[src/rtl/rtc_pkg.sv]
// Package: shared register addresses and status bit positions for the
// seconds RTC. Assumes a 2-bit word address bus.
package rtc_pkg;
    typedef enum logic [1:0] {
        REG_ALARM = 2'd0,
        REG_COUNT = 2'd1,
        REG_CFG   = 2'd2,
        REG_STAT  = 2'd3
    } rtc_reg_e;

    localparam int ST_ALM_FLAG = 0;
    localparam int ST_SEC_FLAG = 1;
    localparam int ST_ALM_EN   = 2;
    localparam int ST_SEC_EN   = 3;
    localparam int ST_W        = 4;
endpackage

[src/rtl/rtc_prescaler.sv]
// Module: rtc_prescaler
// Holds the divider/trim register and divides reference enables down to a
// one-cycle seconds tick. The divider is in the low DIV_W bits and the
// signed trim in the high TRIM_W bits. A zero register selects DEF_DIV
// with no trim. The trim applies to the last period of every TRIM_PERIOD
// ticks. Assumes TRIM_W <= DIV_W+2 and TRIM_PERIOD a power of two >= 2.
module rtc_prescaler #(
    parameter int DIV_W       = 16,
    parameter int TRIM_W      = 16,
    parameter int DEF_DIV     = 32767,
    parameter int TRIM_PERIOD = 1024,
    localparam int CFG_W      = DIV_W + TRIM_W
) (
    input  logic             clk,
    input  logic             rst_n,
    input  logic             tick_en,
    input  logic             cfg_wr,
    input  logic [CFG_W-1:0] cfg_wdata,
    output logic [CFG_W-1:0] cfg_q,
    output logic             sec_tick
);
    localparam int LW    = DIV_W + 2;
    localparam int PW    = DIV_W + 1;
    localparam int IDX_W = $clog2(TRIM_PERIOD);

    logic [PW-1:0]     pcnt_q;
    logic [IDX_W-1:0]  tidx_q;
    logic              use_def;
    logic [DIV_W-1:0]  div_eff;
    logic [TRIM_W-1:0] trim_eff;
    logic [LW-1:0]     trim_ext;
    logic [LW-1:0]     lim_sum;
    logic [PW-1:0]     limit;
    logic              trim_slot;
    logic              wrap;

    // Effective divider, trim and wrap limit for the current period.
    always_comb begin
        use_def   = (cfg_q == '0);
        div_eff   = use_def ? DIV_W'(DEF_DIV) : cfg_q[DIV_W-1:0];
        trim_eff  = use_def ? '0 : cfg_q[CFG_W-1:DIV_W];
        trim_ext  = {{(LW-TRIM_W){trim_eff[TRIM_W-1]}}, trim_eff};
        trim_slot = (tidx_q == IDX_W'(TRIM_PERIOD - 1));
        lim_sum   = {2'b00, div_eff} + (trim_slot ? trim_ext : '0);
        limit     = lim_sum[LW-1] ? '0 : lim_sum[PW-1:0];
        wrap      = (pcnt_q >= limit);
        sec_tick  = tick_en && wrap && !cfg_wr;
    end

    // Divider/trim register.
    always_ff @(posedge clk) begin
        if (!rst_n)      cfg_q <= '0;
        else if (cfg_wr) cfg_q <= cfg_wdata;
    end

    // Prescale counter and trim-period index; a config write restarts both.
    always_ff @(posedge clk) begin
        if (!rst_n || cfg_wr) begin
            pcnt_q <= '0;
            tidx_q <= '0;
        end else if (tick_en) begin
            if (wrap) begin
                pcnt_q <= '0;
                tidx_q <= tidx_q + 1'b1;
            end else begin
                pcnt_q <= pcnt_q + 1'b1;
            end
        end
    end


    pcnt_step_chk: assert property (@(posedge clk) disable iff (!rst_n)
        (tick_en && !sec_tick && !cfg_wr) |=> pcnt_q == $past(pcnt_q) + 1'b1);
endmodule

[src/rtl/rtc_timebase.sv]
// Module: rtc_timebase
// Seconds counter and alarm register. The counter loads on a write and
// otherwise advances on each tick. alarm_evt pulses when a tick (not a
// write) brings the counter to the alarm value.
module rtc_timebase #(
    parameter int CNT_W = 32
) (
    input  logic             clk,
    input  logic             rst_n,
    input  logic             sec_tick,
    input  logic             cnt_wr,
    input  logic             alm_wr,
    input  logic [CNT_W-1:0] wdata,
    output logic [CNT_W-1:0] cnt_q,
    output logic [CNT_W-1:0] alm_q,
    output logic             alarm_evt
);
    logic [CNT_W-1:0] cnt_nxt;

    // Next counter value on a tick, and the match against the alarm.
    always_comb begin
        cnt_nxt   = cnt_q + 1'b1;
        alarm_evt = sec_tick && !cnt_wr && (cnt_nxt == alm_q);
    end

    // Seconds counter: a write wins over a tick.
    always_ff @(posedge clk) begin
        if (!rst_n)        cnt_q <= '0;
        else if (cnt_wr)   cnt_q <= wdata;
        else if (sec_tick) cnt_q <= cnt_nxt;
    end

    // Alarm compare register.
    always_ff @(posedge clk) begin
        if (!rst_n)      alm_q <= '0;
        else if (alm_wr) alm_q <= wdata;
    end


    cnt_inc_chk: assert property (@(posedge clk) disable iff (!rst_n)
        (sec_tick && !cnt_wr) |=> cnt_q == $past(cnt_q) + 1'b1);

    cnt_load_chk: assert property (@(posedge clk) disable iff (!rst_n)
        cnt_wr |=> cnt_q == $past(wdata));
endmodule

[src/rtl/rtc_status.sv]
// Module: rtc_status
// Sticky event flags with write-one-to-clear, plus read/write interrupt
// enables. An event in the same cycle as a clear keeps its flag set.
module rtc_status
    import rtc_pkg::*;
(
    input  logic            clk,
    input  logic            rst_n,
    input  logic            st_wr,
    input  logic [ST_W-1:0] st_wdata,
    input  logic            alarm_evt,
    input  logic            sec_tick,
    output logic [ST_W-1:0] st_q,
    output logic            irq_alarm,
    output logic            irq_sec
);
    logic [1:0] flags_q;
    logic [1:0] en_q;
    logic [1:0] set_v;
    logic [1:0] clr_v;

    // Per-flag set and clear vectors (index 0 alarm, 1 seconds).
    always_comb begin
        set_v = {sec_tick, alarm_evt};
        clr_v = st_wr ? st_wdata[ST_SEC_FLAG:ST_ALM_FLAG] : 2'b00;
    end

    // Sticky flags: set dominates clear.
    always_ff @(posedge clk) begin
        if (!rst_n) flags_q <= '0;
        else        flags_q <= (flags_q & ~clr_v) | set_v;
    end

    // Interrupt enables.
    always_ff @(posedge clk) begin
        if (!rst_n)     en_q <= '0;
        else if (st_wr) en_q <= st_wdata[ST_SEC_EN:ST_ALM_EN];
    end

    // Status view and gated interrupt outputs.
    always_comb begin
        st_q      = {en_q, flags_q};
        irq_alarm = flags_q[0] && en_q[0];
        irq_sec   = flags_q[1] && en_q[1];
    end


    alm_set_chk: assert property (@(posedge clk) disable iff (!rst_n)
        alarm_evt |=> flags_q[0]);

    sec_set_chk: assert property (@(posedge clk) disable iff (!rst_n)
        sec_tick |=> flags_q[1]);

    flag_hold_chk: assert property (@(posedge clk) disable iff (!rst_n)
        !st_wr |=> (flags_q & $past(flags_q)) == $past(flags_q));
endmodule

[src/rtl/rtc_seconds.sv]
// Module: rtc_seconds (top)
// Seconds RTC with alarm. Decodes the single-cycle register bus onto the
// prescaler, the timebase and the status block. Read data is combinational
// on the address. Assumes DIV_W+TRIM_W <= DATA_W.
module rtc_seconds
    import rtc_pkg::*;
#(
    parameter int DATA_W      = 32,
    parameter int DIV_W       = 16,
    parameter int TRIM_W      = 16,
    parameter int DEF_DIV     = 32767,
    parameter int TRIM_PERIOD = 1024
) (
    input  logic              clk,
    input  logic              rst_n,
    input  logic              tick_en,
    input  logic              bus_we,
    input  logic [1:0]        bus_addr,
    input  logic [DATA_W-1:0] bus_wdata,
    output logic [DATA_W-1:0] bus_rdata,
    output logic              irq_alarm,
    output logic              irq_sec
);
    localparam int CFG_W = DIV_W + TRIM_W;

    logic              wr_alm, wr_cnt, wr_cfg, wr_st;
    logic              sec_tick, alarm_evt;
    logic [CFG_W-1:0]  cfg_q;
    logic [DATA_W-1:0] cnt_q, alm_q;
    logic [ST_W-1:0]   st_q;

    // Write strobes per register.
    always_comb begin
        wr_alm = bus_we && (bus_addr == REG_ALARM);
        wr_cnt = bus_we && (bus_addr == REG_COUNT);
        wr_cfg = bus_we && (bus_addr == REG_CFG);
        wr_st  = bus_we && (bus_addr == REG_STAT);
    end

    rtc_prescaler #(
        .DIV_W(DIV_W), .TRIM_W(TRIM_W),
        .DEF_DIV(DEF_DIV), .TRIM_PERIOD(TRIM_PERIOD)
    ) u_presc (
        .clk(clk), .rst_n(rst_n), .tick_en(tick_en),
        .cfg_wr(wr_cfg), .cfg_wdata(bus_wdata[CFG_W-1:0]),
        .cfg_q(cfg_q), .sec_tick(sec_tick)
    );

    rtc_timebase #(.CNT_W(DATA_W)) u_tbase (
        .clk(clk), .rst_n(rst_n), .sec_tick(sec_tick),
        .cnt_wr(wr_cnt), .alm_wr(wr_alm), .wdata(bus_wdata),
        .cnt_q(cnt_q), .alm_q(alm_q), .alarm_evt(alarm_evt)
    );

    rtc_status u_stat (
        .clk(clk), .rst_n(rst_n), .st_wr(wr_st),
        .st_wdata(bus_wdata[ST_W-1:0]), .alarm_evt(alarm_evt),
        .sec_tick(sec_tick), .st_q(st_q),
        .irq_alarm(irq_alarm), .irq_sec(irq_sec)
    );

    // Read mux; unused bits return zero.
    always_comb begin
        case (bus_addr)
            REG_ALARM: bus_rdata = alm_q;
            REG_COUNT: bus_rdata = cnt_q;
            REG_CFG:   bus_rdata = DATA_W'(cfg_q);
            default:   bus_rdata = DATA_W'(st_q);
        endcase
    end


    rst_quiet_chk: assert property (@(posedge clk)
        !rst_n |=> (!irq_alarm && !irq_sec));
endmodule

[config.mk]
export PLATFORM = sky130hd
export DESIGN_NAME = rtc_seconds
export DESIGN_NICKNAME = d
export VERILOG_FILES = /design/src/rtl/rtc_pkg.sv /design/src/rtl/rtc_prescaler.sv /design/src/rtl/rtc_timebase.sv /design/src/rtl/rtc_status.sv /design/src/rtl/rtc_seconds.sv
export SDC_FILE = /design/constraint.sdc
export NUM_CORES = 1
export LEC_CHECK = 0
export ABC_AREA = 1
export BUFFER_PORTS_ARGS = -buffer_cell sky130_fd_sc_hd__buf_2
export CORE_MARGIN = 2
export CORE_UTILIZATION = 55
export DETAILED_ROUTE_END_ITERATION = 8
export PLACE_DENSITY = 0.74
export SETUP_SLACK_MARGIN = 0.05
export SYNTH_ARGS = -nofsm -noshare
export SYNTH_HDL_FRONTEND = slang
export SYNTH_HIERARCHICAL = 1
export SYNTH_SLANG_ARGS = --single-unit
[constraint.sdc]
create_clock -name clk -period 11 [get_ports clk]
set_input_delay 1.65 -clock clk [delete_from_list [all_inputs] [get_ports clk]]
set_output_delay 1.65 -clock clk [all_outputs]
set_load 0.02 [all_outputs]
Yosys cells after proc, flatten, opt, wreduce, memory -nomap -nowiden --
Cells that the tools add are included.
Operators by class: multiplexer cells 9, reductions and logical operators 18, $lt $le $gt $ge 1, bitwise gates (word level) 3, $add $sub $neg 4, eq/ne operators 5
Operators by type and width (number):
- $pmux 32 s3 | 1
- $mux 32 | 2
- $mux 17 | 2
- $add 32x1->32 const B | 1
- $eq 32x32->1 | 1
- $logic_not 32->1 | 1
- $mux 16 | 2
- $add 16x18->18 | 1
- $mux 18 | 1
- $add 17x1->17 const B | 1
- $ge 17x17->1 | 1
- $add 10x1->10 const B | 1
- $eq 10x10->1 const B | 1
- $logic_and 1x1->1 | 10
- $eq 2x2->1 const B | 2
- $logic_not 1->1 | 3
- $and 2x2->2 | 1
- $eq 2x1->1 const B | 1
- $logic_not 2->1 | 1
- $mux 2 | 1
- $not 2->2 | 1
- $or 2x2->2 | 1
- $reduce_and 2->1 | 1
- $reduce_bool 2->1 | 1
- $logic_or 1x1->1 | 1
Storage, ports and cells: output and inout port bits 34, word-level logic and storage cells 47, register bits after elaboration 127

Longest topological paths before layout --
Gate-level depths: netlist of the first run.
depth in word-level cells 11, depth in mapped cells 43, depth with buffers taken out 41

Cells and area by module --
Netlist of the first run, hierarchy kept.
By module, submodules not included:
- rtc_prescaler | area each 4132.7 sq um, cells an instance 633, times used 1, sequential area each 1181.1 sq um
- rtc_timebase | area each 4077.7 sq um, cells an instance 686, times used 1, sequential area each 1281.2 sq um
- rtc_seconds | area each 673.1 sq um, cells an instance 151, times used 1, sequential area each 0.0 sq um
- rtc_status | area each 160.2 sq um, cells an instance 24, times used 1, sequential area each 80.1 sq um

Least setup slack after synthesis of the first run --
Ideal clock, no wire load.
kind reg2reg, start point reg u_presc.tidx_q[0], end point reg u_stat.flags_q[0], library setup time 70 ps, path buffers 2, data arrival time 4545 ps, cell stages (with the launch flop) 39, setup slack 6386 ps, cell sequence dfxtp_1 > ha_1 > nand4_1 > nor2_1 > nand2_1 > clkbuf_1 > nor2_1 > ha_1 > a21o_1 > nand2_1 > nand2_1 > a21oi_1 > nand4_1 > nand2_4 > buf_12 > nand3_2 > ha_1 > nand2_1 > [... 3 more ...] > nand2_1 > nand4_1 > nand2_1 > nor2_1 > inv_1 > nor2_1 > nand3_1 > nor2_1 > nand3_1 > nor2_1 > nand2_1 > nor2_1 > nand2_1 > nor2_1 > nand3_1 > nor2_1 > inv_1 > a21oi_1
On the way: cells in the longest elaborated chain, start to end 10
Ends and longest elaborated chain:
- start, declared | RTL line rtc_prescaler.sv:27 | logic [IDX_W-1:0] tidx_q;
- start signal, assigned | RTL line rtc_prescaler.sv:64 | tidx_q <= tidx_q + 1'b1;
- $eq 10x10->1 | RTL line rtc_prescaler.sv:43 | trim_slot = (tidx_q == IDX_W'(TRIM_PERIOD - 1));
- $mux 18 | RTL line rtc_prescaler.sv:44 | lim_sum = {2'b00, div_eff} + (trim_slot ? trim_ext : '0);
- $add 16x18->18 | RTL line rtc_prescaler.sv:44
- $mux 17 | RTL line rtc_prescaler.sv:45 | limit = lim_sum[LW-1] ? '0 : lim_sum[PW-1:0];
- $ge 17x17->1 | RTL line rtc_prescaler.sv:46 | wrap = (pcnt_q >= limit);
- $logic_and 1x1->1 (2 in a row) | RTL line rtc_prescaler.sv:47 | sec_tick = tick_en && wrap && !cfg_wr;
- net sec_tick | RTL line rtc_seconds.sv:27 | logic sec_tick, alarm_evt;
- $logic_and 1x1->1 (2 in a row) | RTL line rtc_timebase.sv:23 | alarm_evt = sec_tick && !cnt_wr && (cnt_nxt == alm_q);
- net alarm_evt | RTL line rtc_seconds.sv:27
- $or 2x2->2 | RTL line rtc_status.sv:31 | else flags_q <= (flags_q & ~clr_v) | set_v;
- end signal, assigned | RTL line rtc_status.sv:31
- end, declared | RTL line rtc_status.sv:17 | logic [1:0] flags_q;
The timed path passes the listed nets, and every way through them passes these cells. A chain may end at the register's enable or synchronous reset.

Worst setup path in the final report of the first run --
start point reg u_presc.cfg_q[6], end point reg u_stat.flags_q[0]
On the way: cells in the longest elaborated chain, start to end 11
Ends and longest elaborated chain:
- start, declared | RTL line rtc_prescaler.sv:19 | output logic [CFG_W-1:0] cfg_q,
- start signal, assigned | RTL line rtc_prescaler.sv:53 | else if (cfg_wr) cfg_q <= cfg_wdata;
- $logic_not 32->1 | RTL line rtc_prescaler.sv:39 | use_def = (cfg_q == '0);
- $mux 16 | RTL line rtc_prescaler.sv:41 | trim_eff = use_def ? '0 : cfg_q[CFG_W-1:DIV_W];
- $mux 18 | RTL line rtc_prescaler.sv:44
- $add 16x18->18 * | RTL line rtc_prescaler.sv:44
- $mux 17 * | RTL line rtc_prescaler.sv:45
- $ge 17x17->1 * | RTL line rtc_prescaler.sv:46
- $logic_and 1x1->1 * (2 in a row) | RTL line rtc_prescaler.sv:47
- net sec_tick | RTL line rtc_seconds.sv:27
- $logic_and 1x1->1 * (2 in a row) | RTL line rtc_timebase.sv:23
- net alarm_evt | RTL line rtc_seconds.sv:27
- $or 2x2->2 * | RTL line rtc_status.sv:31
Mark *: on every way through the listed nets, which the timed path passes. The rest lies on a longest branch.

==> out/qor.txt, run 1 <==
==========================================================================================
Final max-slew violation count                                                           0
Detail-routed net length per standard cell                                         16.8 µm
Cell accounting for the most synthesized area                                      dfxtp_1
Setup Skew                                                                         13.5 ps
Num CTS Buffers                                                                         17
CP Class                                                                           reg2reg
Pin slew with the least headroom to its limit                                      1180 ps
CP endpoint kind                                                                  register
Number of enable-type register cells in the synthesized netlist                          0
Fmax                                                                               145 MHz
Yosys reg bits                                                                         127
Post-cts resize count                                                                    0
Crit path max fanout                                                                    32
RR Endpoint                                                                   u_stat/flags_q[0]
Initial cell density of the core                                                     56.5%
Slack of the critical path                                                         4120 ps
# port buffers                                                                          71
Via count                                                                             9925
Number of top-level pins                                                                72
Library cells used by synthesis                                                         44
Antenna violations before repair                                                         0
Cell at the root of the clock tree                                               clkbuf_16
Share of the synthesized area in the top cell type                                   28.1%
Worst min path class                                                               reg2reg
Post-synthesis sequential area ratio                                                 28.1%
Die Outline Area                                                                 17500 µm²
Vias/cell                                                                             5.60
Buf+Inv Stages, Crit Path                                                                4
Core region area                                                                 16000 µm²
Top cells by area, synth                                                      dfxtp_1 28%, nand2_1 20%, nand3_1 7.8%, inv_1 6.8%, nor2_1 6.6%
Die X-Extent                                                                        132 µm
Die Height                                                                          132 µm
Worst Hold End                                                                u_tbase/alm_q[9]
Type of element launching the critical path                                       register
Net count, final                                                                      1619
Number of setup violations in the final report                                           0
Hold wc startpoint                                                            u_tbase/alm_q[9]
Worst slack at placement                                                           4280 ps
Cell count after synthesis                                                            1494
Tcrit/Tclk final                                                                     62.5%
Critical path data arrival time                                                    7230 ps
Grt ovf                                                                                  0
Post-Synth XOR/XNOR Area                                                             2.46%
DRC violations left                                                                      0
Pwr per Cell Area                                                               131 nW/µm²
Clock edge transition at the registers on the reported setup and hold paths          60 ps
Later-pin clock latency in the skew report                                          430 ps
Complex-gate fraction of the synthesized area                                        12.7%
Endpoints failing hold                                                                   0
Final critical delay including setup and external delays                           6880 ps
Fraction of the mapped netlist area in adder cells                                   5.34%
Proportion of synthesized area in mux cells                                             0%
Routability cong.                                                                     1.00
Register-to-register path setup slack                                              4120 ps
Most Frequent Cell on Critical Path                                                nand2_1
Via count of the first global-routing pass                                            9000
Final routed wirelength across all metal layers                                   29800 µm
Critical Path Slowest Stage Cell                                                   nand4_1
Total number of placement rows                                                          46
Synthesized area per cell                                                         6.05 µm²
HPWL Detailed                                                                     22100 µm
Hold depth                                                                               2
Mapped cell area                                                                  9040 µm²
Setup TNS                                                                             0 ps
Normalized max-slew margin                                                           21.5%
CTS tree                                                                               yes
Data required time at the worst endpoint                                          11360 ps
Main combinational cell family by area after synthesis                        simple AND/OR/NAND/NOR gates
Worst reg2reg startpoint                                                      u_presc/cfg_q[6]
Number of nets with antenna violations after detailed routing                            0
Hold Worst Slack                                                                    494 ps
Result of the run                                                             finished, final reports clean
Starting DRT DRC Count                                                                1099
Simple-gate area share of the yosys netlist                                          41.6%
Max-capacitance violation count                                                          0
Unrepaired setup endpoints after global routing                                         no
First-pass GRT wire length                                                        47100 µm
Worst R2R Path Depth                                                                    36
Largest net degree at the start of global routing                                       72
Clock Path Buffers                                                                       2
Total inserted antenna cells                                                             0
Global-route usage over all layers                                                   33.8%
Fraction of the core area covered by cells at the end of the flow                    63.2%
CTS Hold Buffers Added                                                                   0
Predominant post-synthesis flop cell                                               dfxtp_1
Async S/R FF share, synth                                                               0%
Leakage power summed over all cells                                                4.64 nW
Post-CTS Setup Inserts                                                                   0
Fillers                                                                               1596
Worst VDD drop                                                                    0.128 mV
Peak per-stage delay on the critical path                                           710 ps
Total clock sinks                                                                      127
Ratio of cells with drive above 1 in the final layout                                10.4%
Total iterations of the first detailed-routing run                                       9
Depth of the CTS H-tree                                                                  4
Synthesized netlist net count                                                         1570
Area growth syn-to-layout                                                            11.8%
Warning count from the yosys run                                                         6
Crit-path leading delay family                                                simple AND/OR/NAND/NOR gates
==========================================================================================
## cell usage after synthesis, drive strengths merged (5+ instances only)
master and count:
nand2 496, clkbuf 37, a21oi 89, a21o 5, nor3 11, nor2 174
inv 170, xnor2 5, nand4 22, o21ai 83, nand3b 14, buf 12
a31oi 30, ha 37, nand3 144, dfxtp 127, xor2 17
## per-layer routing
layer	up-vias	global-route usage [%]	routed length [µm]
met5	-	0	0
met4	0	14.8	1200
met3	70	4.65	2100
met2	446	57.1	13900
met1	4492	43.1	12500
li1	4917	-	-
## where the power goes
| part | switching (mW) | total [mW] | leakage (nW) | internal [mW] |
|---|---|---|---|---|
| sequential | 0.0222 | 0.504 | 1.03 | 0.481 |
| clock | 0.225 | 0.593 | 0.288 | 0.368 |
| combinational | 0.155 | 0.223 | 3.32 | 0.0682 |
## registers in the layout, indices dropped and copies added (netlist names)
signal / flops
u_presc/pcnt_q: 17
u_stat/en_q: 2
u_presc/tidx_q: 10
u_tbase/cnt_q: 32
u_presc/cfg_q: 32
u_tbase/alm_q: 32
u_stat/flags_q: 2
## cell type report
class | instances | area (µm²) | share of cell area [%]
multi-input cells | 1146 | 5630 | 55.6
flip-flops and latches | 127 | 2540 | 25.1
inverters | 172 | 646 | 6.38
clock buffers | 19 | 453 | 4.48
repair buffers | 79 | 415 | 4.11
well taps | 216 | 270 | 2.67
clock inverters | 12 | 160 | 1.58
## how the worst max path moves through the flow
| stage | startpoint | end | slack, ps | depth (start not counted) |
|---|---|---|---|---|
| after CTS | u_presc/cfg_q[6] | u_stat/flags_q[0] | 4240 | 36 |
| after global routing | u_presc/cfg_q[6] | u_stat/flags_q[0] | 3560 | 36 |
| after detailed placement | u_presc/cfg_q[6] | u_stat/flags_q[0] | 4280 | 36 |
| after floorplan | u_presc/tidx_q[0] | u_stat/flags_q[0] | 6390 | 38 |
| after global placement | u_presc/cfg_q[6] | u_stat/flags_q[0] | 4400 | 36 |
| final | u_presc/cfg_q[6] | u_stat/flags_q[0] | 4120 | 36 |
## worst min-delay path, cell delays in order (launching register included)
cell and delay, ps:
dfxtp_1 320, inv_1 70, a21oi_1 60
## stage by stage
step	cell area [µm²]	total power [mW]	instances
2_1_floorplan	9040	0.661	1494
3_3_place_gp	9500	0.727	1740
3_5_place_dp	9500	0.729	1740
4_1_cts	10100	1.32	1771
5_1_grt	10100	1.37	1771
6_report	10100	1.32	1771
## cells by family after synthesis
family	Yosys count
simple gates	871
fa+ha+maj	38
buf+inv	221
xor+xnor	23
compound gates	214
flops	127
## layout by cell type, fill, tap and decap left out, types with 4 or more instances in the layout
master	count
a21o_1	5
a21oi_1	88
a31oi_1	30
buf_2	71
buf_4	8
clkbuf_16	17
clkinvlp_4	4
dfxtp_1	127
ha_1	37
inv_1	165
inv_2	5
nand2_1	478
nand2_2	15
nand3_1	141
nand3b_1	14
nand4_1	22
nor2_1	157
nor2_2	9
nor2_4	7
nor3_1	10
o21ai_0	77
o21ai_1	5
o21bai_1	4
or2_2	4
xnor2_1	5
xor2_1	16
No activity file was read; power rests on OpenSTA's default activity.
==> run 2: changes to the inputs <==
PLACE_DENSITY = 0.77   (was 0.74)
clock period = 6 ns   (was 11 ns; I/O delays follow)
==> out/qor.txt, run 2 (synthesized netlist as in run 1, its figures left out) <==
==========================================================================================
Result of the run                                                             finished, final reports clean
Most Frequent Cell on Critical Path                                                nand2_1
Hold wc startpoint                                                            u_tbase/alm_q[28]
Pin slew with the least headroom to its limit                                      1230 ps
Num CTS Buffers                                                                         17
Data required time at the worst endpoint                                           6350 ps
Tcrit/Tclk final                                                                     91.7%
Number of setup violations in the final report                                           0
# port buffers                                                                          71
Largest registers                                                             u_presc/cfg_q: 32 flops, u_tbase/alm_q: 32 flops, u_tbase/cnt_q: 32 flops
Unrepaired setup endpoints after global routing                                         no
Hold Worst Slack                                                                    495 ps
Total number of placement rows                                                          46
Ratio of cells with drive above 1 in the final layout                                10.8%
CP endpoint kind                                                                  register
Area growth syn-to-layout                                                            12.6%
Grt ovf                                                                                  0
Vias/cell                                                                             5.64
Setup TNS                                                                             0 ps
Core region area                                                                 16000 µm²
Die Height                                                                          132 µm
Initial cell density of the core                                                     56.5%
Post-CTS Setup Inserts                                                                   0
Net count, final                                                                      1622
Total inserted antenna cells                                                             0
DRC violations left                                                                      0
Dpl cell area                                                                     9520 µm²
Endpoints failing hold                                                                   0
Final critical delay including setup and external delays                           5500 ps
Register-to-register path setup slack                                               500 ps
Peak per-stage delay on the critical path                                           700 ps
Global-route usage over all layers                                                   32.8%
Buf+Inv Stages, Crit Path                                                                3
Number of nets with antenna violations after detailed routing                            0
Later-pin clock latency in the skew report                                          430 ps
HPWL Detailed                                                                     21400 µm
Top library cells by usage in the layout, fill and taps aside                 477 x nand2_1, 165 x inv_1, 156 x nor2_1
Clock edge transition at the registers on the reported setup and hold paths          60 ps
First-pass GRT wire length                                                        45900 µm
Worst VDD drop                                                                    0.214 mV
Critical Path Slowest Stage Cell                                                    nor4_1
Die Outline Area                                                                 17500 µm²
Die X-Extent                                                                        132 µm
Via count                                                                            10000
Routability cong.                                                                     1.06
Worst slack at placement                                                            563 ps
Clock Path Buffers                                                                       2
Leakage power summed over all cells                                                4.69 nW
Normalized max-slew margin                                                           17.6%
Max-capacitance violation count                                                          0
Pwr per Cell Area                                                               244 nW/µm²
Final max-slew violation count                                                           0
Worst R2R Path Depth                                                                    34
CP Class                                                                           reg2reg
Via count of the first global-routing pass                                            9067
CTS tree                                                                               yes
Total clock sinks                                                                      127
Critical path data arrival time                                                    5850 ps
Worst reg2reg startpoint                                                      u_presc/cfg_q[6]
Worst min path class                                                               reg2reg
Number of top-level pins                                                                72
Fmax                                                                               182 MHz
Critical path startpoint                                                      u_presc/cfg_q[6]
Slack of the critical path                                                          501 ps
Starting DRT DRC Count                                                                1187
Setup Skew                                                                         11.0 ps
Largest net degree at the start of global routing                                       72
RR Endpoint                                                                   u_stat/flags_q[0]
Antenna violations before repair                                                         0
Crit-path leading delay family                                                simple AND/OR/NAND/NOR gates
Final routed wirelength across all metal layers                                   28700 µm
Type of element launching the critical path                                       register
Depth of the CTS H-tree                                                                  4
Commonest non-fill, non-tap cell in the layout                                     nand2_1
Cell at the root of the clock tree                                               clkbuf_16
Detail-routed net length per standard cell                                         16.2 µm
Capture point of the worst path                                               u_stat/flags_q[0]
Post-route design area                                                           10200 µm²
Instance count on the critical path                                                     34
Crit path max fanout                                                                    16
Total iterations of the first detailed-routing run                                       6
==========================================================================================
==> run 2: layout make-up <==
cell class	instances	area (µm²)
tap	216	270
timing repair buffer	82	438
sequential	127	2540
fill	1592	5820
clock buffer	17	425
inverter	172	646
multi-input combinational	1146	5640
clock inverter	15	220
==> run 2: repair_timing <==
item / CTS / global route
resized for setup: 0 / 3
hold buffers: 0 / 0
endpoints found under the setup margin: 0 / 2
==> run 2: worst min path at each step <==
| stage | slack, ps | cells after the start | endpoint |
|---|---|---|---|
| after floorplan | 450 | 2 | u_stat/flags_q[0] |
| after global placement | 480 | 2 | u_tbase/alm_q[31] |
| after detailed placement | 480 | 2 | u_tbase/alm_q[6] |
| after CTS | 490 | 2 | u_tbase/alm_q[6] |
| after global routing | 520 | 2 | u_tbase/alm_q[15] |
| final | 500 | 2 | u_tbase/alm_q[28] |
==> run 2: worst reg2reg max path: cells and delay by family, from the launching register on <==
| kind | cells | cell delay (ps) |
|---|---|---|
| fa+ha+maj | 2 | 600 |
| compound gates | 3 | 620 |
| flops | 1 | 320 |
| buf+inv | 3 | 360 |
| simple gates | 26 | 3500 |
==> run 2: metal layers <==
metal / vias up / wire length [µm] / track usage [%] / part of all wire [%]
met1: 4536 / 11900 / 41.7 / 41
met2: 453 / 13500 / 55.2 / 47
met3: 97 / 2160 / 4.88 / 7.5
li1: 4925 / - / - / -
met5: - / 0 / 0 / 0
met4: 0 / 1240 / 14.4 / 4.3
==> run 2: power breakdown <==
| group | internal [mW] | switching, mW | total, mW |
|---|---|---|---|
| combinational | 0.131 | 0.285 | 0.415 |
| sequential | 0.882 | 0.0412 | 0.923 |
| clock | 0.711 | 0.435 | 1.15 |
==> run 2: through the flow <==
step           power, mW  util (%)  std cells
3_5_place_dp        1.34      59.5       1743
5_1_grt             2.57      63.6       1775
6_report            2.48      63.6       1775
2_1_floorplan       1.21         -       1494
3_3_place_gp        1.34      59.5       1743
4_1_cts             2.48      63.6       1775
==> run 3: changes to the inputs <==
PLACE_DENSITY = 0.89   (was 0.77)
==> out/qor.txt, run 3 (synthesized netlist as in run 1, its figures left out) <==
==========================================================================================
Worst min path class                                                               reg2reg
Ratio of cells with drive above 1 in the final layout                                10.8%
Initial cell density of the core                                                     56.5%
Max-capacitance violation count                                                          0
Net switching component of the power                                                739 µW
Number of nets with antenna violations after detailed routing                            0
Peak per-stage delay on the critical path                                           360 ps
CP endpoint kind                                                                  register
Grt ovf                                                                                  0
Via count of the first global-routing pass                                            9475
Clk network pwr share                                                                45.6%
Top library cells by usage in the layout, fill and taps aside                 477 x nand2_1, 165 x inv_1, 156 x nor2_1
Critical Path Slowest Stage Cell                                                   dfxtp_1
Starting DRT DRC Count                                                                1463
Tcrit/Tclk final                                                                     89.7%
Later-pin clock latency in the skew report                                          430 ps
Detail-routed net length per standard cell                                         16.6 µm
Type of element launching the critical path                                       register
Total iterations of the first detailed-routing run                                       9
Setup TNS                                                                             0 ps
Number of setup violations in the final report                                           0
Data required time at the worst endpoint                                           6350 ps
Die Outline Area                                                                 17500 µm²
Worst VDD drop                                                                    0.214 mV
CTS Hold Buffers Added                                                                   0
First-pass GRT wire length                                                        46900 µm
Worst slack at placement                                                            431 ps
Post-route design area                                                           10200 µm²
CP Class                                                                           reg2reg
Most Frequent Cell on Critical Path                                                nand2_1
Endpoints failing hold                                                                   0
Unrepaired setup endpoints after global routing                                         no
Antenna violations before repair                                                         1
Dpl cell area                                                                     9520 µm²
Largest registers                                                             u_presc/cfg_q: 32 flops, u_tbase/alm_q: 32 flops, u_tbase/cnt_q: 32 flops
Clock Path Buffers                                                                       2
Depth of the CTS H-tree                                                                  4
Result of the run                                                             finished with violations
Clock edge transition at the registers on the reported setup and hold paths          60 ps
Pin slew with the least headroom to its limit                                      1290 ps
Setup Skew                                                                         12.5 ps
Buf+Inv Stages, Crit Path                                                                5
Final max-slew violation count                                                           0
Crit-path leading delay family                                                simple AND/OR/NAND/NOR gates
Crit path max fanout                                                                    16
Fmax                                                                               186 MHz
Total number of placement rows                                                          46
# port buffers                                                                          71
Core region area                                                                 16000 µm²
Via count                                                                            10300
Area growth syn-to-layout                                                            12.6%
Num CTS Buffers                                                                         17
Die X-Extent                                                                        132 µm
Cell at the root of the clock tree                                               clkbuf_16
Vias/cell                                                                             5.80
Routability cong.                                                                     1.02
Critical path data arrival time                                                    5730 ps
CTS tree                                                                               yes
DRC violations left                                                                      2
Number of top-level pins                                                                72
Final critical delay including setup and external delays                           5380 ps
Combinational group share of total power                                             17.0%
Die Height                                                                          132 µm
Leakage power summed over all cells                                                4.68 nW
Commonest non-fill, non-tap cell in the layout                                     nand2_1
Int Pwr                                                                            1.73 mW
Normalized max-slew margin                                                           13.8%
Pwr per Cell Area                                                               243 nW/µm²
Fraction of power spent switching nets                                               29.9%
Slack of the critical path                                                          620 ps
Net count, final                                                                      1624
Fillers                                                                               1512
Sequential group share of total power                                                37.4%
Total clock sinks                                                                      127
Largest net degree at the start of global routing                                       72
HPWL Detailed                                                                     21100 µm
Global-route usage over all layers                                                   33.2%
Violated checks                                                               design-rule violations
Final routed wirelength across all metal layers                                   29400 µm
==========================================================================================
[run 3: cell count changes in the layout (fill, tap and decap cells not counted), sizes merged]
cell	before	now
buf	82	84
clkbuf	17	20
clkinv	4	5
clkinvlp	0	3
diode	0	1
inv	179	172
[run 3: metal layers]
layer  GRT usage, %  vias to the layer above  part of all wire [%]
met2           53.7                      632                    44
met4           16.7                        0                   4.7
met3           7.69                      123                    11
met5              0                        -                     0
li1               -                     4945                     -
met1           41.6                     4607                    39
[run 3: layout make-up]
class	instances	area (µm²)	share of cell area (%)
multi-input combinational	1146	5630	55.3
sequential	127	2540	25.0
inverter	172	646	6.34
clock buffer	20	457	4.48
timing repair buffer	84	453	4.45
tap	216	270	2.65
clock inverter	12	183	1.79
antenna	1	2.50	0.0246
[run 3: metrics by stage]
| stage | power, mW | instances | hold WS, ps | utilization, % |
|---|---|---|---|---|
| 2_1_floorplan | 1.21 | 1494 | 449 | - |
| 3_3_place_gp | 1.33 | 1743 | 473 | 59.5 |
| 3_5_place_dp | 1.34 | 1743 | 479 | 59.5 |
| 4_1_cts | 2.45 | 1775 | 487 | 63.5 |
| 5_1_grt | 2.55 | 1777 | 510 | 63.6 |
| 6_report | 2.47 | 1778 | 488 | 63.7 |
[run 3: path summary, 6_finish.rpt]
| check | slack (ps) | from | end | cells past startpoint |
|---|---|---|---|---|
| worst min-delay path | 490 | u_tbase/alm_q[9] | u_tbase/alm_q[9] | 2 |
| worst max register to register | 620 | u_presc/cfg_q[15] | u_stat/flags_q[0] | 38 |
| worst max-delay path | 620 | u_presc/cfg_q[15] | u_stat/flags_q[0] | 38 |
| worst min register to register | 490 | u_tbase/alm_q[9] | u_tbase/alm_q[9] | 2 |
[run 3: what timing repair did]
action / 4_1_cts / 5_1_grt
endpoints found under the setup margin: 0 / 31
buffers inserted: 0 / 2
gates resized for setup: 0 / 2
hold endpoints to repair: 0 / 0
[run 3: power by group through the flow]
| stage | Combinational, mW | Sequential (mW) | Clock (mW) |
|---|---|---|---|
| floorplan | 0.285 | 0.927 | 0 |
| global placement | 0.393 | 0.938 | 0 |
| detailed placement | 0.400 | 0.940 | 0 |
| CTS | 0.403 | 0.922 | 1.13 |
| global route | 0.457 | 0.928 | 1.16 |
| finish | 0.420 | 0.923 | 1.13 |
[run 3: worst min-delay path: stages, from the launching register on]
cell and delay (ps):
dfxtp_1 310, inv_1 70, a21oi_1 60
